### config.mk
export PLATFORM = sky130hd
export DESIGN_NAME = bkpt_resp_ctrl
export DESIGN_NICKNAME = d
export VERILOG_FILES = /design/src/rtl/bkpt_pkg.sv /design/src/rtl/bkpt_status_fsm.sv /design/src/rtl/bkpt_resp_unit.sv /design/src/rtl/bkpt_emu_trk.sv /design/src/rtl/bkpt_resp_ctrl.sv
export SDC_FILE = /design/constraint.sdc
export NUM_CORES = 1
export LEC_CHECK = 0
export ABC_CLOCK_PERIOD_IN_PS = 1400
export BUFFER_PORTS_ARGS = -buffer_cell sky130_fd_sc_hd__clkbuf_2
export CORE_MARGIN = 5
export CORE_UTILIZATION = 32
export CTS_CLUSTER_SIZE = 20
export DETAILED_ROUTE_END_ITERATION = 10
export GPL_TIMING_DRIVEN = 0
export HOLD_SLACK_MARGIN = 0.02
export PLACE_DENSITY_LB_ADDON = 0.2
export SYNTH_ARGS = -nofsm -noshare
export SYNTH_HDL_FRONTEND = slang
export SYNTH_HIERARCHICAL = 1
export SYNTH_SLANG_ARGS = --single-unit
### constraint.sdc
create_clock -name clk -period 1.4 [get_ports clk]
set_input_delay 0.07 -clock clk [delete_from_list [all_inputs] [get_ports clk]]
set_output_delay 0.07 -clock clk [all_outputs]
set_load 0.02 [all_outputs]
### src/rtl/bkpt_pkg.sv
package bkpt_pkg;
  localparam int STAT_W = 4;

  typedef enum logic [STAT_W-1:0] {
    ST_OFF   = 4'h0,
    ST_WAIT1 = 4'h1,
    ST_TRIG1 = 4'h2,
    ST_WAIT2 = 4'h5,
    ST_TRIG2 = 4'h6
  } bk_stat_e;

  typedef enum logic [1:0] {
    MD_OFF    = 2'd0,
    MD_SINGLE = 2'd1,
    MD_DOUBLE = 2'd2,
    MD_RSVD   = 2'd3
  } bk_mode_e;

  localparam logic [1:0] RESP_HALT = 2'd1;
  localparam logic [1:0] RESP_IRQ  = 2'd2;
endpackage

### src/rtl/bkpt_status_fsm.sv
module bkpt_status_fsm
  import bkpt_pkg::*;
(
  input  logic              clk,
  input  logic              rst_n,
  input  logic              arm_i,
  input  logic [1:0]        arm_mode_i,
  input  logic              trig_i,
  output logic              fire_o,
  output logic [STAT_W-1:0] stat_o
);
  bk_stat_e stat_q, stat_d;
  logic     two_lvl_q, two_lvl_d;
  logic     upd_en;

  always_comb begin
    stat_d    = stat_q;
    two_lvl_d = two_lvl_q;
    fire_o    = 1'b0;
    if (arm_i) begin
      two_lvl_d = (arm_mode_i == MD_DOUBLE);
      if (arm_mode_i == MD_SINGLE || arm_mode_i == MD_DOUBLE) stat_d = ST_WAIT1;
      else stat_d = ST_OFF;
    end else if (trig_i) begin
      unique case (stat_q)
        ST_WAIT1: begin
          if (two_lvl_q) stat_d = ST_WAIT2;
          else begin
            stat_d = ST_TRIG1;
            fire_o = 1'b1;
          end
        end
        ST_WAIT2: begin
          stat_d = ST_TRIG2;
          fire_o = 1'b1;
        end
        default: stat_d = stat_q;
      endcase
    end
  end

  assign upd_en = arm_i | trig_i;

  always_ff @(posedge clk or negedge rst_n) begin
    if (!rst_n) begin
      stat_q    <= ST_OFF;
      two_lvl_q <= 1'b0;
    end else if (upd_en) begin
      stat_q    <= stat_d;
      two_lvl_q <= two_lvl_d;
    end
  end

  assign stat_o = stat_q;
endmodule

### src/rtl/bkpt_resp_unit.sv
module bkpt_resp_unit
  import bkpt_pkg::*;
#(
  parameter int LVL_W    = 3,
  parameter int VEC_W    = 8,
  parameter int DBG_VEC  = 12,
  parameter int AUTO_BASE = 24
) (
  input  logic             clk,
  input  logic             rst_n,
  input  logic             fire_i,
  input  logic [1:0]       resp_sel_i,
  input  logic             insn_bnd_i,
  input  logic [LVL_W-1:0] irq_lvl_i,
  input  logic             emu_i,
  input  logic             resume_i,
  output logic             halt_o,
  output logic             take_dbg_o,
  output logic             take_vld_o,
  output logic [VEC_W-1:0] take_vec_o
);
  logic halt_q, halt_d;
  logic pend_q, pend_d;
  logic fire_halt, fire_irq, dbg_req, take_ext, sample_ok;

  assign fire_halt = fire_i && (resp_sel_i == RESP_HALT);
  assign fire_irq  = fire_i && (resp_sel_i == RESP_IRQ);
  assign dbg_req   = pend_q | fire_irq;
  assign sample_ok = insn_bnd_i && !emu_i;

  always_comb begin
    take_dbg_o = sample_ok && dbg_req;
    take_ext   = sample_ok && !dbg_req && (irq_lvl_i != '0);
    take_vld_o = take_dbg_o | take_ext;
    if (take_dbg_o) take_vec_o = VEC_W'(DBG_VEC);
    else if (take_ext) take_vec_o = VEC_W'(AUTO_BASE) + VEC_W'(irq_lvl_i);
    else take_vec_o = '0;

    halt_d = halt_q;
    if (fire_halt) halt_d = 1'b1;
    else if (resume_i) halt_d = 1'b0;

    pend_d = pend_q;
    if (take_dbg_o) pend_d = 1'b0;
    else if (fire_irq) pend_d = 1'b1;
  end

  always_ff @(posedge clk or negedge rst_n) begin
    if (!rst_n) begin
      halt_q <= 1'b0;
      pend_q <= 1'b0;
    end else begin
      halt_q <= halt_d;
      pend_q <= pend_d;
    end
  end

  assign halt_o = halt_q;
endmodule

### src/rtl/bkpt_emu_trk.sv
module bkpt_emu_trk (
  input  logic clk,
  input  logic rst_n,
  input  logic enter_i,
  input  logic leave_i,
  output logic emu_o
);
  logic emu_q, emu_d;

  always_comb begin
    emu_d = emu_q;
    if (enter_i) emu_d = 1'b1;
    else if (leave_i) emu_d = 1'b0;
  end

  always_ff @(posedge clk or negedge rst_n) begin
    if (!rst_n) emu_q <= 1'b0;
    else        emu_q <= emu_d;
  end

  assign emu_o = emu_q;
endmodule

### src/rtl/bkpt_resp_ctrl.sv
module bkpt_resp_ctrl
  import bkpt_pkg::*;
#(
  parameter int LVL_W     = 3,
  parameter int VEC_W     = 8,
  parameter int CSR_W     = 32,
  parameter int DBG_VEC   = 12,
  parameter int AUTO_BASE = 24
) (
  input  logic             clk,
  input  logic             rst_n,
  input  logic             arm_i,
  input  logic [1:0]       arm_mode_i,
  input  logic [1:0]       resp_sel_i,
  input  logic             pc_hit_i,
  input  logic             ad_hit_i,
  input  logic             insn_bnd_i,
  input  logic [LVL_W-1:0] irq_lvl_i,
  input  logic             rte_done_i,
  input  logic             resume_i,
  output logic             halt_o,
  output logic [3:0]       pst_o,
  output logic             take_vld_o,
  output logic [VEC_W-1:0] take_vec_o,
  output logic             emu_o,
  output logic [STAT_W-1:0] ddata_o,
  output logic [CSR_W-1:0] csr_stat_o
);
  localparam int LOW_W = CSR_W - STAT_W;

  logic trig, fire, take_dbg;
  logic [STAT_W-1:0] stat;

  assign trig = (pc_hit_i && insn_bnd_i) || ad_hit_i;

  bkpt_status_fsm u_stat (
    .clk(clk), .rst_n(rst_n), .arm_i(arm_i), .arm_mode_i(arm_mode_i),
    .trig_i(trig), .fire_o(fire), .stat_o(stat)
  );

  bkpt_resp_unit #(
    .LVL_W(LVL_W), .VEC_W(VEC_W), .DBG_VEC(DBG_VEC), .AUTO_BASE(AUTO_BASE)
  ) u_resp (
    .clk(clk), .rst_n(rst_n), .fire_i(fire), .resp_sel_i(resp_sel_i),
    .insn_bnd_i(insn_bnd_i), .irq_lvl_i(irq_lvl_i), .emu_i(emu_o),
    .resume_i(resume_i), .halt_o(halt_o), .take_dbg_o(take_dbg),
    .take_vld_o(take_vld_o), .take_vec_o(take_vec_o)
  );

  bkpt_emu_trk u_emu (
    .clk(clk), .rst_n(rst_n), .enter_i(take_dbg), .leave_i(rte_done_i),
    .emu_o(emu_o)
  );

  assign pst_o      = halt_o ? 4'hF : 4'h0;
  assign ddata_o    = stat;
  assign csr_stat_o = {stat, {LOW_W{1'b0}}};
endmodule

; ---- Yosys cells after proc, flatten, opt, wreduce, memory -nomap -nowiden
; Index checks and enable logic that the tools add are counted.
; W data, S select, Z words.
[classes]
mul = 0
shift = 0
addsub = 1
n_div = 0
n_lt_le_gt_ge = 0
bitwise_logic = 3
n_mux = 18
n_reduce_logical = 19
eq_ne = 6
[ops]
columns = cell, n
row1 = $mux W8, 2
row2 = $mux W4, 3
row3 = $mux W1, 10
row4 = $pmux W4 S2, 1
row5 = $reduce_bool A2 Y1, 4
row6 = $logic_and A1 B1 Y1, 7
row7 = $add A5 B3 Y6 const A, 1
row8 = $reduce_bool A3 Y1, 2
row9 = $eq A2 B1 Y1 const B, 2
row10 = $eq A2 B2 Y1 const B, 2
row11 = $eq A4 B1 Y1 const B, 1
row12 = $eq A4 B3 Y1 const B, 1
row13 = $mux W3, 1
row14 = $or A1 B1 Y1, 3
row15 = $reduce_and A3 Y1, 1
row16 = $logic_not A1 Y1, 2
row17 = $logic_or A1 B1 Y1, 2
row18 = $pmux W1 S2, 1
row19 = $reduce_and A2 Y1, 1
[word_totals]
word_cells = 52
mem_count = 0
ramBits = 0
mem_bits_ro = 0
out_inout_bits = 51
register_bits = 8
inputBits = 15
latchBits = 0

; ---- Depth between registers and ports, before layout
; Gate-level depths: netlist of run 1.
[logic_depth]
ltp_word = 11
mapped_depth = 6

; ---- Cells and area by module
; Netlist of run 1, hierarchy kept.
[modules_own_cells]
columns = module, cells_each, area_per_inst_um2, seq_area_each_um2, n_inst
row1 = bkpt_resp_ctrl, 38, 281.5, 0.0, 1
row2 = bkpt_status_fsm, 20, 197.7, 100.1, 1
row3 = bkpt_resp_unit, 23, 182.7, 50.0, 1
row4 = bkpt_emu_trk, 3, 36.3, 25.0, 1

; ---- Worst setup path after synthesis of run 1
; Ideal clock, no wire load.
[synth_timing]
path_type = register to output
from = register u_stat.stat_q[2], in the netlist u_stat/stat_o[2]
to = output port take_vec_o[0]
path_stages_with_launch = 6
path_slack_ns = -0.642
required_ns = 1.330
arrival_ns = 1.972
n_path_buf = 0
path_cell_list = dfrtp_1 > nand2b_1 > and3_1 > and3_1 > and3b_1 > nor4b_1
[synth_between]
elab_chain_len = 11
elab_cells_between_ends = 13
classes_between = 2 x eq/ne / 5 x mux / 1 x bitwise / 5 x reduce/logical
[synth_rtl]
columns = item, line
row1 = "start, declared", bkpt_status_fsm.sv:12  ; bk_stat_e stat_q, stat_d;
row2 = "start signal, assigned", bkpt_status_fsm.sv:49  ; stat_q <= stat_d;
row3 = $eq A4 B3 Y1 or $eq A4 B1 Y1 (tied branches), bkpt_status_fsm.sv:25  ; unique case (stat_q)
row4 = $pmux W1 S2 *, bkpt_status_fsm.sv:25
row5 = $mux W1 *, bkpt_status_fsm.sv:24  ; end else if (trig_i) begin
row6 = $mux W1 *, bkpt_status_fsm.sv:20  ; if (arm_i) begin
row7 = via fire, bkpt_resp_ctrl.sv:31  ; logic trig, fire, take_dbg;
row8 = $logic_and A1 B1 Y1 *, bkpt_resp_unit.sv:27  ; assign fire_irq = fire_i && (resp_sel_i == RESP_IRQ);
row9 = $or A1 B1 Y1 *, bkpt_resp_unit.sv:28  ; assign dbg_req = pend_q | fire_irq;
row10 = $logic_not A1 Y1, bkpt_resp_unit.sv:33  ; take_ext = sample_ok && !dbg_req && (irq_lvl_i != '0);
row11 = $logic_and A1 B1 Y1 (2 in a row), bkpt_resp_unit.sv:33
row12 = $mux W8, bkpt_resp_unit.sv:36  ; else if (take_ext) take_vec_o = VEC_W'(AUTO_BASE) + VEC_W'(irq_lvl_i);
row13 = $mux W8 *, bkpt_resp_unit.sv:35  ; if (take_dbg_o) take_vec_o = VEC_W'(DBG_VEC);
row14 = "end, declared", bkpt_resp_ctrl.sv:24  ; output logic [VEC_W-1:0] take_vec_o,
; Mark *: on every way through the listed nets, which the timed path passes. The rest lies on a longest branch.

; ---- Worst setup path in the final report of run 1
; Same ends and word-level chain as after synthesis.

==> metrics.txt, run 1 <==
# TYPE chip_impl_metric gauge
chip_impl_info{name="status",value="complete, but fails checks"} 1
chip_impl_info{name="violated_checks",value="negative setup slack"} 1
chip_impl_metric{name="leakage",unit="nW"} 0.753
chip_impl_info{name="worst_setup_path_end_kind",value="output pin"} 1
chip_impl_info{name="holdCritPathClass",value="input port to flip-flop"} 1
chip_impl_info{name="layout_commonest_cell",value="buf_4"} 1
chip_impl_metric{name="clock_insertion_delay_worst_skew",unit="ns"} 0.24
chip_impl_metric{name="finalHoldViolations",unit=""} 0
chip_impl_metric{name="highest_achievable_clock_rate",unit="MHz"} 553
chip_impl_info{name="rsz0062_at_grt",value="true"} 1
chip_impl_metric{name="drv_slew",unit=""} 0
chip_impl_metric{name="final.period_utilization",unit="%"} 129
chip_impl_metric{name="setup_viol",unit=""} 7
chip_impl_metric{name="drive_gt1_share",unit="%"} 61.6
chip_impl_metric{name="clock-skew-final",unit="ns"} 0.000252
chip_impl_metric{name="power",unit="µW"} 830
chip_impl_metric{name="numPlacedInstances",unit=""} 173
chip_impl_metric{name="final_nets",unit=""} 176
chip_impl_metric{name="timing_worst_slew_pin_value",unit="ns"} 0.676
chip_impl_metric{name="cts_clock_pin_slew_for_the_worst_setup_and_hold_paths",unit="ns"} 0.05
chip_impl_metric{name="cts_made_buffers",unit=""} 3
chip_impl_metric{name="power.density",unit="nW/µm²"} 660
chip_impl_metric{name="grt_antenna_before_repair",unit=""} 0
chip_impl_metric{name="detail_route.wl_per_cell",unit="µm"} 9.10
chip_impl_metric{name="final_antenna_net_count",unit=""} 0
chip_impl_metric{name="num_io_pins",unit=""} 66
chip_impl_metric{name="cp_data_arrival_time",unit="ns"} 1.74
chip_impl_metric{name="worst_ir_drop_vdd",unit="mV"} 0.486
chip_impl_metric{name="cts_htree_levels",unit=""} 1
chip_impl_metric{name="timing.final.ws_setup",unit="ns"} -0.408
chip_impl_metric{name="count_of_input_and_output_buffers",unit=""} 32
chip_impl_metric{name="residual_drc",unit=""} 0
chip_impl_info{name="final_cell_mix",value="buf_4, conb_1, clkbuf_2, inv_1, dfrtp_1"} 1
chip_impl_metric{name="drt_iter0_markers",unit=""} 4
chip_impl_metric{name="ys_ff_latch",unit=""} 7
chip_impl_metric{name="antenna_cells",unit=""} 0
chip_impl_metric{name="detail_route.vias_per_cell",unit=""} 3.53
chip_impl_metric{name="grt_max_degree",unit=""} 8
chip_impl_metric{name="start_util",unit="%"} 32.5
chip_impl_metric{name="area.growth.synth_to_final",unit="%"} 80.3
chip_impl_metric{name="number_of_max_cap_violations",unit=""} 0
chip_impl_metric{name="ys.warnings.count",unit=""} 6
chip_impl_metric{name="crit_path_max_fanout",unit=""} 3
chip_impl_metric{name="final_cell_count_no_fill",unit=""} 187
chip_impl_info{name="timing.setup.critical_path_class",value="flip-flop to output pin"} 1
chip_impl_metric{name="syn_avg_cell_area",unit="µm²"} 8.31
chip_impl_metric{name="period_needed",unit="ns"} 1.81
chip_impl_metric{name="critical_path_required",unit="ns"} 1.33
chip_impl_metric{name="vias",unit=""} 661
chip_impl_metric{name="grt_pass1_wl",unit="µm"} 2590
chip_impl_metric{name="floorplan.die.width",unit="µm"} 56.7
chip_impl_metric{name="die_height",unit="µm"} 56.7
chip_impl_metric{name="cts_buffer_depth",unit=""} 2
chip_impl_metric{name="yosys.cell_types.count",unit=""} 23
chip_impl_metric{name="gp_congestion",unit=""} 0.774
chip_impl_metric{name="routed_wl",unit="µm"} 1700
chip_impl_metric{name="num_rows",unit=""} 17
chip_impl_info{name="tritoncts",value="yes"} 1
chip_impl_metric{name="hold-worst-slack",unit="ns"} 0.0269
chip_impl_metric{name="area_of_the_core",unit="µm²"} 2150
chip_impl_metric{name="maxSlewHeadroom",unit="%"} 54.6
chip_impl_metric{name="mapped_cells",unit=""} 84
chip_impl_metric{name="fp.dieArea",unit="µm²"} 3220
chip_impl_info{name="cts-root-buf",value="clkbuf_4"} 1
chip_impl_metric{name="globalRouteOverflowTotal",unit=""} 0
chip_impl_metric{name="hpwlAfterDp",unit="µm"} 1420
chip_impl_metric{name="flop_to_flop_setup_slack",unit="ns"} -0.08
chip_impl_metric{name="netlist_area",unit="µm²"} 698
chip_impl_metric{name="synth_seq_area_share",unit="%"} 25.1
chip_impl_metric{name="cts_sinks",unit=""} 7
chip_impl_metric{name="num-fill-cells",unit=""} 210
chip_impl_metric{name="grt_use_total",unit="%"} 10.0
chip_impl_metric{name="first_drt_pass_iteration_count",unit=""} 4
chip_impl_info{name="critical_path.startpoint_type",value="flip-flop"} 1
chip_impl_metric{name="first_global_vias",unit=""} 590
worst max-delay path, stage by stage (launching register included):
cell	delay, ns
dfrtp_2	0.40
nand2b_4	0.14
and3_4	0.15
and3_4	0.15
and3b_2	0.25
nor4b_4	0.22
clkbuf_8	0.19
power breakdown:
part	leakage [nW]	switching, mW	internal (mW)
Sequential	0.0911	0.0146	0.216
Clock	0.0150	0.0730	0.109
Combinational	0.646	0.214	0.204
Total	0.753	0.301	0.529
per-layer routing:
metal / share of wire [%] / track usage [%] / wire [µm] / vias to the layer above
li1: - / - / - / 352
met1: 34 / 11.0 / 578 / 275
met2: 55 / 17.7 / 932 / 30
met3: 9.6 / 3.68 / 164 / 4
met4: 1.6 / 3.05 / 27 / 0
met5: 0 / 0 / 0 / -
Yosys cell counts:
master	n	area (µm²)
a21boi_0	1	7.51
a21o_1	2	15.0
a21oi_1	3	15.0
a31oi_1	1	6.26
a41oi_1	1	8.76
and3_1	2	12.5
and3b_1	1	8.76
buf_4	41	308
conb_1	3	11.3
dfrtp_1	7	175
ha_1	1	12.5
inv_1	6	22.5
mux2_2	1	11.3
nand2_1	1	3.75
nand2b_1	2	12.5
nand3_1	1	5.00
nand3b_1	2	15.0
nor2_1	2	7.51
nor3_1	1	5.00
nor4_1	1	6.26
nor4b_1	2	17.5
o21ai_0	1	5.00
o22ai_1	1	6.26
state kept, by name, summed over array words and instances, names as in the netlist:
| register | cells |
|---|---|
| u_stat/two_lvl_q | 1 |
| u_emu/emu_o | 1 |
| u_resp/halt_o | 1 |
| u_stat/stat_o | 3 |
| u_resp/pend_q | 1 |
final timing paths:
kind / startpoint / end / cells after the start
worst max register to register: u_stat/stat_o[2]$_DFFE_PN0P_ / u_emu/emu_o$_DFFE_PN0P_ / 7
max in group asynchronous: rst_n / u_stat/stat_o[1]$_DFFE_PN0P_ / 2
worst min register to register: u_emu/emu_o$_DFFE_PN0P_ / u_emu/emu_o$_DFFE_PN0P_ / 1
worst max-delay path: u_stat/stat_o[2]$_DFFE_PN0P_ / take_vec_o[0] / 6
worst min-delay path: arm_i / u_stat/stat_o[1]$_DFFE_PN0P_ / 2
min in group asynchronous: rst_n / u_stat/two_lvl_q$_DFFE_PN0P_ / 2
what timing repair did:
action,4_1_cts,5_1_grt
hold buffers,2,0
gates resized for setup,12,6
endpoints found under the setup margin,8,8
endpoints found under the hold margin,8,0
pin swaps,5,4
setup buffers,5,3
cell type report:
| cell class | count | area, µm² | share of cell area, % |
|---|---|---|---|
| tap | 28 | 35.0 | 2.78 |
| timing repair buffer | 42 | 290 | 23.1 |
| buffer | 41 | 312 | 24.8 |
| sequential | 7 | 178 | 14.1 |
| multi-input combinational | 59 | 395 | 31.4 |
| inverter | 6 | 22.5 | 1.79 |
| clock buffer | 4 | 26.3 | 2.09 |
per-stage QoR:
step	instance area, µm²	utilization [%]	setup WS, ns	TNS (ns)
floorplan	903	-	-0.206	-0.767
global placement	1100	51.1	-0.218	-1.03
detailed placement	1100	51.1	-0.231	-1.16
CTS	1230	57.2	-0.434	-2.42
global route	1260	58.6	-0.490	-2.93
finish	1260	58.6	-0.408	-2.20
logic make-up after synthesis:
kind of cell               share of synthesized area (%)
adders and majority gates                           1.79
AOI/OAI and AO/OA                                   9.14
and+or+nand+nor                                     13.4
other                                               1.61
muxes                                               1.61
buffers and inverters                               47.3
DFF                                                 25.1
(Power assumes the default switching activity.)
==> run 2: changes to the inputs <==
==> constraint.sdc (replaced) <==
create_clock -name clk -period 1.4 [get_ports clk]
set_input_delay 0.28 -clock clk [delete_from_list [all_inputs] [get_ports clk]]
set_output_delay 0.28 -clock clk [all_outputs]
set_load 0.02 [all_outputs]
==> metrics.txt, run 2 (same netlist as run 1, synthesis figures left out) <==
# TYPE chip_impl_metric gauge
chip_impl_info{name="status",value="complete, but fails checks"} 1
chip_impl_info{name="violated_checks",value="negative setup slack"} 1
chip_impl_metric{name="grt_use_total",unit="%"} 10.0
chip_impl_metric{name="timing_worst_slew_pin_value",unit="ns"} 0.676
chip_impl_metric{name="vias",unit=""} 657
chip_impl_metric{name="detail_route.vias_per_cell",unit=""} 3.53
chip_impl_info{name="worst_setup_path_end_kind",value="output pin"} 1
chip_impl_metric{name="cts_buffer_depth",unit=""} 2
chip_impl_metric{name="floorplan.die.width",unit="µm"} 56.7
chip_impl_metric{name="first_global_vias",unit=""} 584
chip_impl_metric{name="power",unit="µW"} 828
chip_impl_metric{name="final_cell_count_no_fill",unit=""} 186
chip_impl_metric{name="placed_area",unit="µm²"} 1100
chip_impl_metric{name="grt_max_degree",unit=""} 8
chip_impl_metric{name="totalNegativeSetupSlack",unit="ns"} -3.46
chip_impl_info{name="holdCritPathClass",value="input port to flip-flop"} 1
chip_impl_info{name="layout_commonest_cell",value="buf_4"} 1
chip_impl_metric{name="period_needed",unit="ns"} 2.02
chip_impl_metric{name="finish.utilization",unit="%"} 58.1
chip_impl_metric{name="globalRouteOverflowTotal",unit=""} 0
chip_impl_info{name="rsz0062_at_grt",value="true"} 1
chip_impl_metric{name="num-fill-cells",unit=""} 211
chip_impl_metric{name="drive_gt1_share",unit="%"} 62.0
chip_impl_metric{name="worst_ir_drop_vdd",unit="mV"} 0.486
chip_impl_metric{name="antenna_cells",unit=""} 0
chip_impl_metric{name="highest_achievable_clock_rate",unit="MHz"} 496
chip_impl_metric{name="residual_drc",unit=""} 0
chip_impl_metric{name="clock-skew-final",unit="ns"} 0.000252
chip_impl_metric{name="routed_wl",unit="µm"} 1700
chip_impl_metric{name="cp_data_arrival_time",unit="ns"} 1.74
chip_impl_info{name="timing.setup.critical_path_class",value="flip-flop to output pin"} 1
chip_impl_info{name="tritoncts",value="yes"} 1
chip_impl_metric{name="worst_hold_path.num_cells",unit=""} 2
chip_impl_metric{name="power.density",unit="nW/µm²"} 663
chip_impl_info{name="critical_path.startpoint_type",value="flip-flop"} 1
chip_impl_metric{name="num_io_pins",unit=""} 66
chip_impl_metric{name="largest_reg_flops",unit=""} 3
chip_impl_metric{name="grt_antenna_before_repair",unit=""} 0
chip_impl_metric{name="die_height",unit="µm"} 56.7
chip_impl_metric{name="start_util",unit="%"} 32.5
chip_impl_metric{name="area.growth.synth_to_final",unit="%"} 78.9
chip_impl_metric{name="first_drt_pass_iteration_count",unit=""} 4
chip_impl_metric{name="num_rows",unit=""} 17
chip_impl_metric{name="maxSlewHeadroom",unit="%"} 54.6
chip_impl_metric{name="finalHoldViolations",unit=""} 0
chip_impl_metric{name="cts_htree_levels",unit=""} 1
chip_impl_metric{name="cts_made_buffers",unit=""} 3
chip_impl_metric{name="final_cell_area",unit="µm²"} 1250
chip_impl_metric{name="cts_sinks",unit=""} 7
chip_impl_metric{name="final.period_utilization",unit="%"} 144
chip_impl_metric{name="drt_iter0_markers",unit=""} 4
chip_impl_metric{name="setup_viol",unit=""} 7
chip_impl_metric{name="r2r.worst_path.cells",unit=""} 7
chip_impl_metric{name="count_of_input_and_output_buffers",unit=""} 32
chip_impl_metric{name="final_nets",unit=""} 175
chip_impl_metric{name="cts_clock_pin_slew_for_the_worst_setup_and_hold_paths",unit="ns"} 0.05
chip_impl_metric{name="critical_path_required",unit="ns"} 1.12
chip_impl_metric{name="final_antenna_net_count",unit=""} 0
chip_impl_metric{name="clock_insertion_delay_worst_skew",unit="ns"} 0.24
chip_impl_metric{name="detail_route.wl_per_cell",unit="µm"} 9.15
chip_impl_metric{name="grt_pass1_wl",unit="µm"} 2590
chip_impl_metric{name="area_of_the_core",unit="µm²"} 2150
chip_impl_metric{name="fp.dieArea",unit="µm²"} 3220
chip_impl_info{name="cts-root-buf",value="clkbuf_4"} 1
chip_impl_metric{name="hold-worst-slack",unit="ns"} 0.230
chip_impl_metric{name="drv_slew",unit=""} 0
chip_impl_metric{name="numPlacedInstances",unit=""} 173
chip_impl_metric{name="timing.final.ws_setup",unit="ns"} -0.618
chip_impl_metric{name="leakage",unit="nW"} 0.748
chip_impl_metric{name="hpwlAfterDp",unit="µm"} 1420
chip_impl_metric{name="crit_path_max_fanout",unit=""} 3
chip_impl_info{name="final_cell_mix",value="buf_4, conb_1, clkbuf_2, inv_1, dfrtp_1"} 1
chip_impl_metric{name="pre_cts_slack",unit="ns"} -0.501
chip_impl_metric{name="number_of_max_cap_violations",unit=""} 0
chip_impl_metric{name="gp_congestion",unit=""} 0.774
run 2: cell types whose count changed in the layout (fill, tap and decap cells not counted):
cell	before	now
dlygate4sd3_1	2	1
run 2: path summary, 6_finish.rpt:
kind                                                    from                      endpoint  slack [ns]
min in group asynchronous                              rst_n  u_stat/two_lvl_q$_DFFE_PN0P_        0.40
worst max-delay path            u_stat/stat_o[2]$_DFFE_PN0P_                 take_vec_o[0]       -0.62
max in group asynchronous                              rst_n  u_stat/stat_o[1]$_DFFE_PN0P_        0.82
worst min register to register       u_emu/emu_o$_DFFE_PN0P_       u_emu/emu_o$_DFFE_PN0P_        0.50
worst min-delay path                                resume_i     u_resp/halt_o$_DFFE_PN0P_        0.23
worst max register to register  u_stat/stat_o[2]$_DFFE_PN0P_       u_emu/emu_o$_DFFE_PN0P_       -0.08
run 2: worst max-delay path, cell delays in order, from the launching register on:
cell and delay (ns):
dfrtp_2 0.40, nand2b_4 0.14, and3_4 0.15, and3_4 0.15, and3b_2 0.25, nor4b_4 0.22
clkbuf_8 0.19
run 2: final cells by class:
cell class	count	area, µm²	share of cell area, %
sequential	7	178	14.2
buffer	41	312	24.9
clock buffer	4	26.3	2.10
timing repair buffer	41	280	22.4
inverter	6	22.5	1.80
tap	28	35.0	2.81
multi-input combinational	59	395	31.7
run 2: power by group:
part           leakage (nW)  switching [mW]  internal, mW
clock                0.0150          0.0730         0.109
combinational         0.642           0.213         0.202
sequential           0.0911          0.0146         0.216
total                 0.748           0.301         0.527
run 2: timing repair:
action                                  CTS  global route
hold buffers                              1             0
hold endpoints to repair                  7             0
pin swaps                                 5             4
endpoints found under the setup margin    8             8
resized for setup                        12             6
buffers inserted                          5             3
run 2: per-layer routing:
| metal | track usage, % | vias to the layer above | share of wire [%] |
|---|---|---|---|
| met5 | 0 | - | 0 |
| met4 | 3.05 | 0 | 1.6 |
| met3 | 3.68 | 4 | 9.6 |
| met2 | 17.7 | 30 | 55 |
| met1 | 11.0 | 273 | 34 |
| li1 | - | 350 | - |
